## src/rtl/wdt_pkg.sv

```systemverilog
package wdt_pkg;
  localparam int BYTE_W = 8;
  localparam int WORD_W = 2 * BYTE_W;

  typedef enum logic [1:0] {
    OFS_CTRL = 2'd0,
    OFS_CNT  = 2'd1,
    OFS_KEY  = 2'd2,
    OFS_RCTL = 2'd3
  } ofs_e;

  localparam logic [BYTE_W-1:0] KEY_CLR = 8'hA5;
  localparam logic [BYTE_W-1:0] KEY_CFG = 8'h5A;

  localparam int BIT_MODE = 6;
  localparam int BIT_RUN  = 5;
  localparam int BIT_FLAG = 7;
  localparam int BIT_REN  = 6;
  localparam int BIT_RSEL = 5;

  typedef struct packed {
    logic wdog;
    logic run;
  } tctl_t;

  typedef struct packed {
    logic flag;
    logic ren;
    logic rsel;
  } rctl_t;
endpackage

```

## src/rtl/wdt_regs.sv

```systemverilog
module wdt_regs
  import wdt_pkg::*;
(
  input  logic              clk,
  input  logic              rst_n,
  input  logic              ext_rst,
  input  logic              bus_sel,
  input  logic              bus_wr,
  input  logic              bus_word,
  input  logic [1:0]        bus_addr,
  input  logic [WORD_W-1:0] bus_wdata,
  input  logic [BYTE_W-1:0] cnt_q,
  input  logic              ovf_evt,
  output tctl_t             tctl,
  output rctl_t             rctl,
  output logic              cnt_load,
  output logic [BYTE_W-1:0] cnt_ldata,
  output logic [BYTE_W-1:0] bus_rdata
);
  logic [BYTE_W-1:0] lo, hi;
  logic byte_wr, word_wr, ctl_wr, key_wr, clr_hit, cfg_hit;
  tctl_t tctl_d;
  rctl_t rctl_d;

  assign lo      = bus_wdata[BYTE_W-1:0];
  assign hi      = bus_wdata[WORD_W-1:BYTE_W];
  assign byte_wr = bus_sel && bus_wr && !bus_word;
  assign word_wr = bus_sel && bus_wr && bus_word;
  assign ctl_wr  = byte_wr && (ofs_e'(bus_addr) == OFS_CTRL);
  assign key_wr  = word_wr && (ofs_e'(bus_addr) == OFS_KEY);
  assign clr_hit = key_wr && (hi == KEY_CLR) && (lo == '0);
  assign cfg_hit = key_wr && (hi == KEY_CFG);

  assign cnt_load  = byte_wr && (ofs_e'(bus_addr) == OFS_CNT);
  assign cnt_ldata = lo;

  // next-state for control/status
  always_comb begin
    tctl_d = tctl;
    if (ext_rst) begin
      tctl_d = '0;
    end else if (ctl_wr) begin
      tctl_d.wdog = lo[BIT_MODE];
      tctl_d.run  = lo[BIT_RUN];
    end
  end

  // next-state for reset control: clear key first, overflow set wins
  always_comb begin
    rctl_d = rctl;
    if (ext_rst) begin
      rctl_d = '0;
    end else begin
      if (clr_hit) rctl_d.flag = 1'b0;
      if (cfg_hit) begin
        rctl_d.ren  = lo[BIT_REN];
        rctl_d.rsel = lo[BIT_RSEL];
      end
      if (ovf_evt) rctl_d.flag = 1'b1;
    end
  end

  always_ff @(posedge clk or negedge rst_n) begin
    if (!rst_n) begin
      tctl <= '0;
      rctl <= '0;
    end else begin
      tctl <= tctl_d;
      rctl <= rctl_d;
    end
  end

  always_comb begin
    bus_rdata = '0;
    unique case (ofs_e'(bus_addr))
      OFS_CTRL: begin
        bus_rdata[BIT_MODE] = tctl.wdog;
        bus_rdata[BIT_RUN]  = tctl.run;
      end
      OFS_CNT:  bus_rdata = cnt_q;
      OFS_KEY:  bus_rdata = '0;
      OFS_RCTL: begin
        bus_rdata[BIT_FLAG] = rctl.flag;
        bus_rdata[BIT_REN]  = rctl.ren;
        bus_rdata[BIT_RSEL] = rctl.rsel;
      end
      default:  bus_rdata = '0;
    endcase
  end

  p_clr_keeps_cfg_r7: assert property (@(posedge clk) disable iff (!rst_n)
    clr_hit && !ext_rst |=> $stable({rctl.ren, rctl.rsel}));
  p_clr_flag_r7: assert property (@(posedge clk) disable iff (!rst_n)
    clr_hit && !ovf_evt && !ext_rst |=> !rctl.flag);
  p_cfg_keeps_flag_r8: assert property (@(posedge clk) disable iff (!rst_n)
    cfg_hit && !ovf_evt && !ext_rst |=> rctl.flag == $past(rctl.flag));
  p_unkeyed_ignored_r9: assert property (@(posedge clk) disable iff (!rst_n)
    bus_sel && bus_wr && !ovf_evt && !ext_rst &&
    (!bus_word || bus_addr != 2'd2 ||
     (bus_wdata[15:8] != 8'h5A && !(bus_wdata[15:8] == 8'hA5 && bus_wdata[7:0] == 8'h00)))
    |=> $stable(rctl));
  p_flag_set_r11: assert property (@(posedge clk) disable iff (!rst_n)
    ovf_evt && !ext_rst |=> rctl.flag);
  p_ext_clears_r10: assert property (@(posedge clk) disable iff (!rst_n)
    ext_rst |=> (rctl == '0) && (tctl == '0));
endmodule

```

## src/rtl/wdt_counter.sv

```systemverilog
module wdt_counter
  import wdt_pkg::*;
(
  input  logic              clk,
  input  logic              rst_n,
  input  logic              ext_rst,
  input  logic              tick,
  input  logic              run,
  input  logic              wdog,
  input  logic              load,
  input  logic [BYTE_W-1:0] load_val,
  output logic [BYTE_W-1:0] cnt_q,
  output logic              ovf_evt
);
  localparam logic [BYTE_W-1:0] CNT_MAX = '1;

  logic [BYTE_W-1:0] cnt_d;
  logic step;

  assign step    = tick && run && !load;
  assign ovf_evt = step && wdog && (cnt_q == CNT_MAX);

  always_comb begin
    cnt_d = cnt_q;
    if (ext_rst)   cnt_d = '0;
    else if (load) cnt_d = load_val;
    else if (step) cnt_d = cnt_q + 1'b1;
  end

  always_ff @(posedge clk or negedge rst_n) begin
    if (!rst_n) cnt_q <= '0;
    else        cnt_q <= cnt_d;
  end

  p_hold_r3: assert property (@(posedge clk) disable iff (!rst_n)
    !run && !load && !ext_rst |=> $stable(cnt_q));
  p_step_r3: assert property (@(posedge clk) disable iff (!rst_n)
    tick && run && !load && !ext_rst |=> cnt_q == BYTE_W'($past(cnt_q) + 1'b1));
  p_load_wins_r3: assert property (@(posedge clk) disable iff (!rst_n)
    load && !ext_rst |=> cnt_q == $past(load_val));
endmodule

```

## src/rtl/wdt_pulse.sv

```systemverilog
module wdt_pulse #(
  parameter int LEN = 128
) (
  input  logic clk,
  input  logic rst_n,
  input  logic ext_rst,
  input  logic start,
  output logic active
);
  localparam int CW = $clog2(LEN + 1);

  logic [CW-1:0] left_q, left_d;

  always_comb begin
    left_d = left_q;
    if (ext_rst)              left_d = '0;
    else if (start)           left_d = CW'(LEN);
    else if (left_q != '0)    left_d = left_q - 1'b1;
  end

  always_ff @(posedge clk or negedge rst_n) begin
    if (!rst_n) left_q <= '0;
    else        left_q <= left_d;
  end

  assign active = (left_q != '0);

  p_start_r5: assert property (@(posedge clk) disable iff (!rst_n)
    start && !ext_rst |=> active);
  p_ext_ends_r10: assert property (@(posedge clk) disable iff (!rst_n)
    ext_rst |=> !active);
endmodule

```

## src/rtl/wdt_keyed_top.sv

```systemverilog
module wdt_keyed_top
  import wdt_pkg::*;
#(
  parameter int OVF_CYCLES = 128,
  parameter int RST_CYCLES = 512
) (
  input  logic        clk,
  input  logic        rst_n,
  input  logic        ext_rst,
  input  logic        tick,
  input  logic        bus_sel,
  input  logic        bus_wr,
  input  logic        bus_word,
  input  logic [1:0]  bus_addr,
  input  logic [15:0] bus_wdata,
  output logic [7:0]  bus_rdata,
  output logic        ovf_out,
  output logic        irst_out,
  output logic        irst_manual
);
  tctl_t tctl;
  rctl_t rctl;
  logic cnt_load, ovf_evt, rst_start, type_d;
  logic [BYTE_W-1:0] cnt_ldata, cnt_q;

  wdt_regs u_regs (
    .clk(clk), .rst_n(rst_n), .ext_rst(ext_rst),
    .bus_sel(bus_sel), .bus_wr(bus_wr), .bus_word(bus_word),
    .bus_addr(bus_addr), .bus_wdata(bus_wdata),
    .cnt_q(cnt_q), .ovf_evt(ovf_evt),
    .tctl(tctl), .rctl(rctl),
    .cnt_load(cnt_load), .cnt_ldata(cnt_ldata), .bus_rdata(bus_rdata)
  );

  wdt_counter u_cnt (
    .clk(clk), .rst_n(rst_n), .ext_rst(ext_rst), .tick(tick),
    .run(tctl.run), .wdog(tctl.wdog),
    .load(cnt_load), .load_val(cnt_ldata),
    .cnt_q(cnt_q), .ovf_evt(ovf_evt)
  );

  assign rst_start = ovf_evt && rctl.ren;

  wdt_pulse #(.LEN(OVF_CYCLES)) u_ovf_pulse (
    .clk(clk), .rst_n(rst_n), .ext_rst(ext_rst),
    .start(ovf_evt), .active(ovf_out)
  );

  wdt_pulse #(.LEN(RST_CYCLES)) u_rst_pulse (
    .clk(clk), .rst_n(rst_n), .ext_rst(ext_rst),
    .start(rst_start), .active(irst_out)
  );

  always_comb begin
    type_d = irst_manual;
    if (ext_rst)        type_d = 1'b0;
    else if (rst_start) type_d = rctl.rsel;
  end

  always_ff @(posedge clk or negedge rst_n) begin
    if (!rst_n) irst_manual <= 1'b0;
    else        irst_manual <= type_d;
  end

  p_irst_with_ovf_r6: assert property (@(posedge clk) disable iff (!rst_n)
    $rose(irst_out) |-> $rose(ovf_out));
  p_type_capture_r6: assert property (@(posedge clk) disable iff (!rst_n)
    rst_start && !ext_rst |=> irst_manual == $past(rctl.rsel));
  p_no_rst_when_off_r6: assert property (@(posedge clk) disable iff (!rst_n)
    ovf_evt && !rctl.ren && !irst_out && !ext_rst |=> !irst_out);
endmodule

```

## config.mk

```make
export PLATFORM = sky130hd
export DESIGN_NAME = wdt_keyed_top
export DESIGN_NICKNAME = d
export VERILOG_FILES = /design/src/rtl/wdt_pkg.sv /design/src/rtl/wdt_regs.sv /design/src/rtl/wdt_counter.sv /design/src/rtl/wdt_pulse.sv /design/src/rtl/wdt_keyed_top.sv
export SDC_FILE = /design/constraint.sdc
export NUM_CORES = 1
export LEC_CHECK = 0
export ABC_AREA = 0
export CORE_MARGIN = 4
export CORE_UTILIZATION = 54
export CTS_BUF_LIST = sky130_fd_sc_hd__clkbuf_4
export CTS_CLUSTER_SIZE = 25
export DETAILED_ROUTE_END_ITERATION = 12
export DONT_BUFFER_PORTS = 1
export GPL_TIMING_DRIVEN = 0
export PLACE_DENSITY = 0.8
export SLEW_MARGIN = 10
export SYNTH_ARGS = -nofsm -noshare
export SYNTH_HDL_FRONTEND = slang
export SYNTH_SLANG_ARGS = --single-unit
```

## constraint.sdc

```tcl
create_clock -name clk -period 4.3 [get_ports clk]
set_clock_uncertainty 0.2 [all_clocks]
set_input_delay 0.43 -clock clk [delete_from_list [all_inputs] [get_ports clk]]
set_output_delay 0.43 -clock clk [all_outputs]
set_load 0.01 [all_outputs]
```

Word level (Yosys, flattened, before mapping)
Cells that the tools add are included.

Flip-flop bits (word level): 32. Latch bits: 0. RAM bits: 0. Bits in read-only memories: 0. Input port bits: 25. Output and inout port bits: 11. Word-level logic and storage cells: 65. Memories kept: 0.

Add/sub/neg operators: 3. Multiply operators: 0. Divide/modulo/power cells: 0. $lt $le $gt $ge: 0. Equal/unequal tests: 6. Shift-type cells: 0. Mux-type cells: 20. Bitwise gates (word level): 0. Reduce and logical (&&, ||, !) cells: 27.

Operators with widths (number): 2-to-1 mux 8 bit (6); 2-to-1 mux 10 bit (3); == test 8 bit, second input constant (2); logical AND 1 bit (14); nonzero test 3 bit (4); nonzero test 10 bit (1); subtractor 10 x 1 -> 10 bit, second input constant (1); adder 8 x 1 -> 8 bit, second input constant (1); == test 8 x 7 -> 1 bit, second input constant (1); logical NOT 8 bit (1); case mux 2 bit (4 select lines) (1); nonzero test 8 bit (1); subtractor 8 x 1 -> 8 bit, second input constant (1); 2-to-1 mux 2 bit (3); nonzero test 2 bit (3); 2-to-1 mux 5 bit (1); == test 2 bit, second input constant (2); 2-to-1 mux 1 bit (4); 2-to-1 mux 3 bit (1); == test 2 x 1 -> 1 bit, second input constant (1); logical NOT 1 bit (2); logical NOT 2 bit (1); case mux 1 bit (2 select lines) (1).

Logic depth before layout (Yosys ltp)
Depth after elaboration: 10. Gate-level depth with buffers: 7. Gate-level depth less buffers: 6.

Hierarchy
From an unflattened synthesis, not the netlist that was laid out.

Cells, all modules: 225. Area total of the unflattened synthesis: 2122.0 µm².

By module, submodules not included: wdt_pulse (u_rst_pulse) (times used 1, cells each 59, area an instance 564.3 µm², seq. area each 250.2 µm²); wdt_regs (times used 1, cells each 56, area an instance 549.3 µm², seq. area each 125.1 µm²); wdt_counter (times used 1, cells each 54, area an instance 485.5 µm², seq. area each 200.2 µm²); wdt_pulse (u_ovf_pulse) (times used 1, cells each 51, area an instance 466.7 µm², seq. area each 200.2 µm²); wdt_keyed_top (times used 1, cells each 5, area an instance 56.3 µm², seq. area each 25.0 µm²).

Worst setup path before layout
Ideal clock, no wire load.

Path type: input-to-reg. Start point: input bus_addr[0]. End point: register u_ovf_pulse.left_q[7]. Setup time: 0.078 ns. Arrival time: 1.535 ns. Data required time: 4.022 ns. Slack: 2.487 ns. Cell stages on the path: 4. Buffers on the path: 1. Path through: clkbuf_1 > and4_1 > or4_1 > a21oi_1.

Longest elaborated chain between the ends: 8. Elaborated cells on any way between the ends: 9. Those cells by class: 1 x eq/ne; 2 x mux; 6 x reduce/logical.

RTL lines: start, declared (RTL line wdt_keyed_top.sv:14) `input logic [1:0] bus_addr,`; == test 2 x 1 -> 1 bit (*) (RTL line wdt_regs.sv:34) `assign cnt_load = byte_wr && (ofs_e'(bus_addr) == OFS_CNT);`; logical AND 1 bit (*) (RTL line wdt_regs.sv:34); logical NOT 1 bit (*) (RTL line wdt_counter.sv:20) `assign step = tick && run && !load;`; logical AND 1 bit (*) (RTL line wdt_counter.sv:20); logical AND 1 bit (*) (2 in series) (RTL line wdt_counter.sv:21) `assign ovf_evt = step && wdog && (cnt_q == CNT_MAX);`; 2-to-1 mux 8 bit (RTL line wdt_pulse.sv:17) `else if (start) left_d = CW'(LEN);`; 2-to-1 mux 8 bit (RTL line wdt_pulse.sv:16) `if (ext_rst) left_d = '0;`; end signal, assigned (RTL line wdt_pulse.sv:23) `else left_q <= left_d;`; end, declared (RTL line wdt_pulse.sv:12) `logic [CW-1:0] left_q, left_d;`.

Every way passes the cells marked *; elsewhere a longest branch is shown, timed or not. A chain may end at the register's enable or synchronous reset.

Final worst setup path
Start point: register u_rst_pulse.left_q[0]. End point: output irst_out.

Longest elaborated chain between the ends: 1.

RTL lines: start, declared (RTL line wdt_pulse.sv:12); start signal, assigned (RTL line wdt_pulse.sv:23); nonzero test 10 bit (RTL line wdt_pulse.sv:26) `assign active = (left_q != '0);`; end, declared (RTL line wdt_keyed_top.sv:18) `output logic irst_out,`.

No other way between the ends.

==> reports/metrics.yaml <==
routing:
  drc: 0
  post_drt_wl_per_cell_um: 15.65
  num_vias: 1555
  first_pass_iters: 5
  drt-initial-drc-count: 79
  viasPerCell: 6.004
  ant_nets: 0
  routed_wl_um: 4054
min_path:
  hold_path_class: "primary input to register"
global_route:
  grt_pass1_wl_um: 6803
  grt_pass1_vias: 1471
  grt_start_max_net_pins: 33
  grt_overflow_total: 0
  grt_usage_pct: 20.16
  antenna_found_initial: 0
sta:
  rsz0062_at_grt: "no"
  slew_viol_final: 0
  slew_headroom_pct: 50.98
  period_needed_ps: 2299
  finalSetupTns_ps: 0
  fmax_ghz: 0.4351
  worst_pin_slew_ps: 730.9
  fin_crit_sh_pct: 53.46
  setup_slack_ps: 2001
  finalHoldViolCount: 0
  hold_ws_ps: 59.13
  setup_viol_count_final: 0
worst_setup_path:
  cp-end-kind: "output port"
  start_kind: "register"
  path_cells: "inv_1 > ha_1 > nor2b_1 > clkbuf_1 > nand3_1"
  crit_fanout: 7
  crit_buf_inv: 2
  crit_family: "simple AND/OR/NAND/NOR gates"
  criticalPathCategory: "register to output port"
  crit_path_max_incr_delay_ps: 410
  cp.required_ps: 3670
  worst_ep_arrival_time_ps: 1670
  cp_slowest_cell: "dfrtp_1"
synth:
  yosysSeqAreaShare_pct: 41.99
  ys_types: 44
  synth_top_area_share_pct: 41.99
  synthAdderAreaFrac_pct: 2.625
  synth_top_family_by_area: "simple AND/OR/NAND/NOR gates"
  synthMuxAreaShare_pct: 5.249
  synth_nets: 233
  synthSimpleGateAreaFrac_pct: 29.92
  synth_xor_area_share_pct: 5.052
  ys.warnings.count: 0
  synth_area_sq_um: 1907
  synth_area_leader_cell: "dfrtp_1"
  ys_seq_elements: 32
  synth_compound_area_share_pct: 12.60
  synth.area.top_cells: "dfrtp_1 (42%), mux2i_1 (5.2%), nor2_1 (5.1%)"
  avgSynthCellArea_sq_um: 9.347
  synthCells: 204
finish:
  final_nets: 242
  area_delta_synth_final_pct: 7.218
  layout-drive-gt1-share_pct: 8.451
  diodes: 0
cts:
  cts_num_sinks: 32
  cts_resized: 0
  cts_setup_buffers: 0
  cts.clk_slew.worst_paths_ps: 90
  cts_buffer_depth: 2
  insertion_delay_ps: 320
  cts_buffers: 5
  cts-root-buf: "clkbuf_4"
  htreeDepth: 2
  cts_tree: "built"
place:
  port_buffers: 0
  place_congestion: 0.8182
  place_ws_ps: 2170
  dpl.hpwl_um: 3001
power_and_ir_drop:
  cellLeakagePower_nw: 0.8783
  ir_drop_v: 0.0002122
  total_power_w: 0.001024
  cellPowerDensity_nw_per_um2: 501.1
job:
  maxCapViolations: 0
floorplan:
  dieArea_sq_um: 4546
  rows: 21
  fp.dieW_um: 67.43
  core_sq_um: 3363
  start_util_pct: 56.70
  ios: 36
  die_h_um: 67.43
status:
  status: "completed"
[cells by family after synthesis]
kind of cell / count (synthesis)
adders and majority gates: 4
and+or+nand+nor: 101
DFF: 32
muxes: 10
xor gates and xnor gates: 11
buffers and inverters: 12
AOI/OAI and AO/OA: 34
[worst reg2reg max path: stages, from the launching register on]
cell	delay, ps
dfrtp_1	400
ha_1	180
and3_1	250
nand4_1	180
o31ai_2	640
nor2_1	120
[cells in the mapped netlist, drive strengths merged]
cell type  count
and4           3
o31ai          3
or2            1
xor2           6
inv            6
nand2b         2
or3            5
and3           1
nor4           4
nand2         18
nor3           2
nand4bb        2
buf            1
dfrtp         32
nand4b         1
nor4bb         1
and2           5
clkbuf         5
a311oi         2
or3b           2
or4b           1
nor2b          5
o311ai         1
nand4          5
a21oi         12
ha             4
o21ai          5
o41ai          1
nand3         11
mux2i         10
nor2          26
nand3b         2
a211oi         9
xnor2          5
a31oi          1
nor4b          2
or4            2
[layout make-up]
| type | count | area [sq um] |
|---|---|---|
| Inverter | 6 | 22.52 |
| Buffer | 6 | 26.28 |
| Timing Repair Buffer | 2 | 30.03 |
| Clock inverter | 1 | 5.005 |
| Clock buffer | 6 | 45.04 |
| Fill cell | 310 | 1319 |
| Multi-Input combinational cell | 160 | 1057 |
| Tap cell | 46 | 57.56 |
| Sequential cell | 32 | 800.8 |
[flip-flops by register name (all words and copies together) (netlist names)]
| name | count |
|---|---|
| u_regs.rctl | 3 |
| u_ovf_pulse.left_q | 8 |
| u_rst_pulse.left_q | 10 |
| irst_manual | 1 |
| u_regs.tctl | 2 |
| u_cnt.cnt_q | 8 |
[path summary, 6_finish.rpt]
| kind | startpoint | end | slack, ps | depth (start not counted) |
|---|---|---|---|---|
| worst max-delay path | u_rst_pulse.left_q[0]$_DFFE_PN0P_ | irst_out | 2000 | 5 |
| worst min-delay path | bus_wdata[5] | u_regs.tctl[0]$_DFFE_PN0P_ | 60 | 2 |
| worst max register to register | u_cnt.cnt_q[0]$_DFFE_PN0P_ | u_rst_pulse.left_q[8]$_DFFE_PN0P_ | 2190 | 5 |
| worst min register to register | u_regs.rctl[2]$_DFFE_PN0P_ | u_regs.rctl[2]$_DFFE_PN0P_ | 370 | 2 |
| max in group asynchronous | rst_n | u_ovf_pulse.left_q[2]$_DFFE_PN0P_ | 3380 | 2 |
| min in group asynchronous | rst_n | u_rst_pulse.left_q[3]$_DFFE_PN0P_ | 350 | 2 |
[stage by stage]
step           instances  instance area [sq um]  utilization [%]
3_3_place_gp         250                   1964            58.41
6_report             259                   2044            60.79
2_1_floorplan        204                   1907                -
4_1_cts              259                   2044            60.79
3_5_place_dp         250                   1964            58.41
5_1_grt              259                   2044            60.79
[report_power, final]
| part | total (W) | internal (W) | switching [W] | leakage [nW] |
|---|---|---|---|---|
| registers | 0.000420 | 0.000361 | 0.0000591 | 0.434 |
| clock network | 0.000164 | 0.0000665 | 0.0000978 | 0.0315 |
| logic | 0.000440 | 0.000192 | 0.000248 | 0.413 |
| total | 0.00102 | 0.000620 | 0.000405 | 0.878 |
[placed cells by master, fill, tap and decap left out, drive strengths merged, types with 6 or more instances in the layout]
cell type	netlist	final
dfrtp	32	32
nor2	26	26
a21oi	12	12
clkbuf	5	11
inv	6	6
xor2	6	6
nand2	18	18
mux2i	10	10
nand3	11	11
a211oi	9	9
[metal layers]
layer  share of wire [%]  up-vias  track usage [%]
met3                 6.5        6            5.990
met5                   0        -                0
met4                 1.2        0            5.316
li1                    -      756                -
met1                  43      758            24.95
met2                  49       35            34.23
[repair_timing]
| item | in CTS | in global routing |
|---|---|---|
| hold endpoints to repair | 32 | 0 |
| endpoints found under the setup margin | 0 | 0 |
| hold buffers | 2 | 0 |
Power figures use the tool's default switching activity.
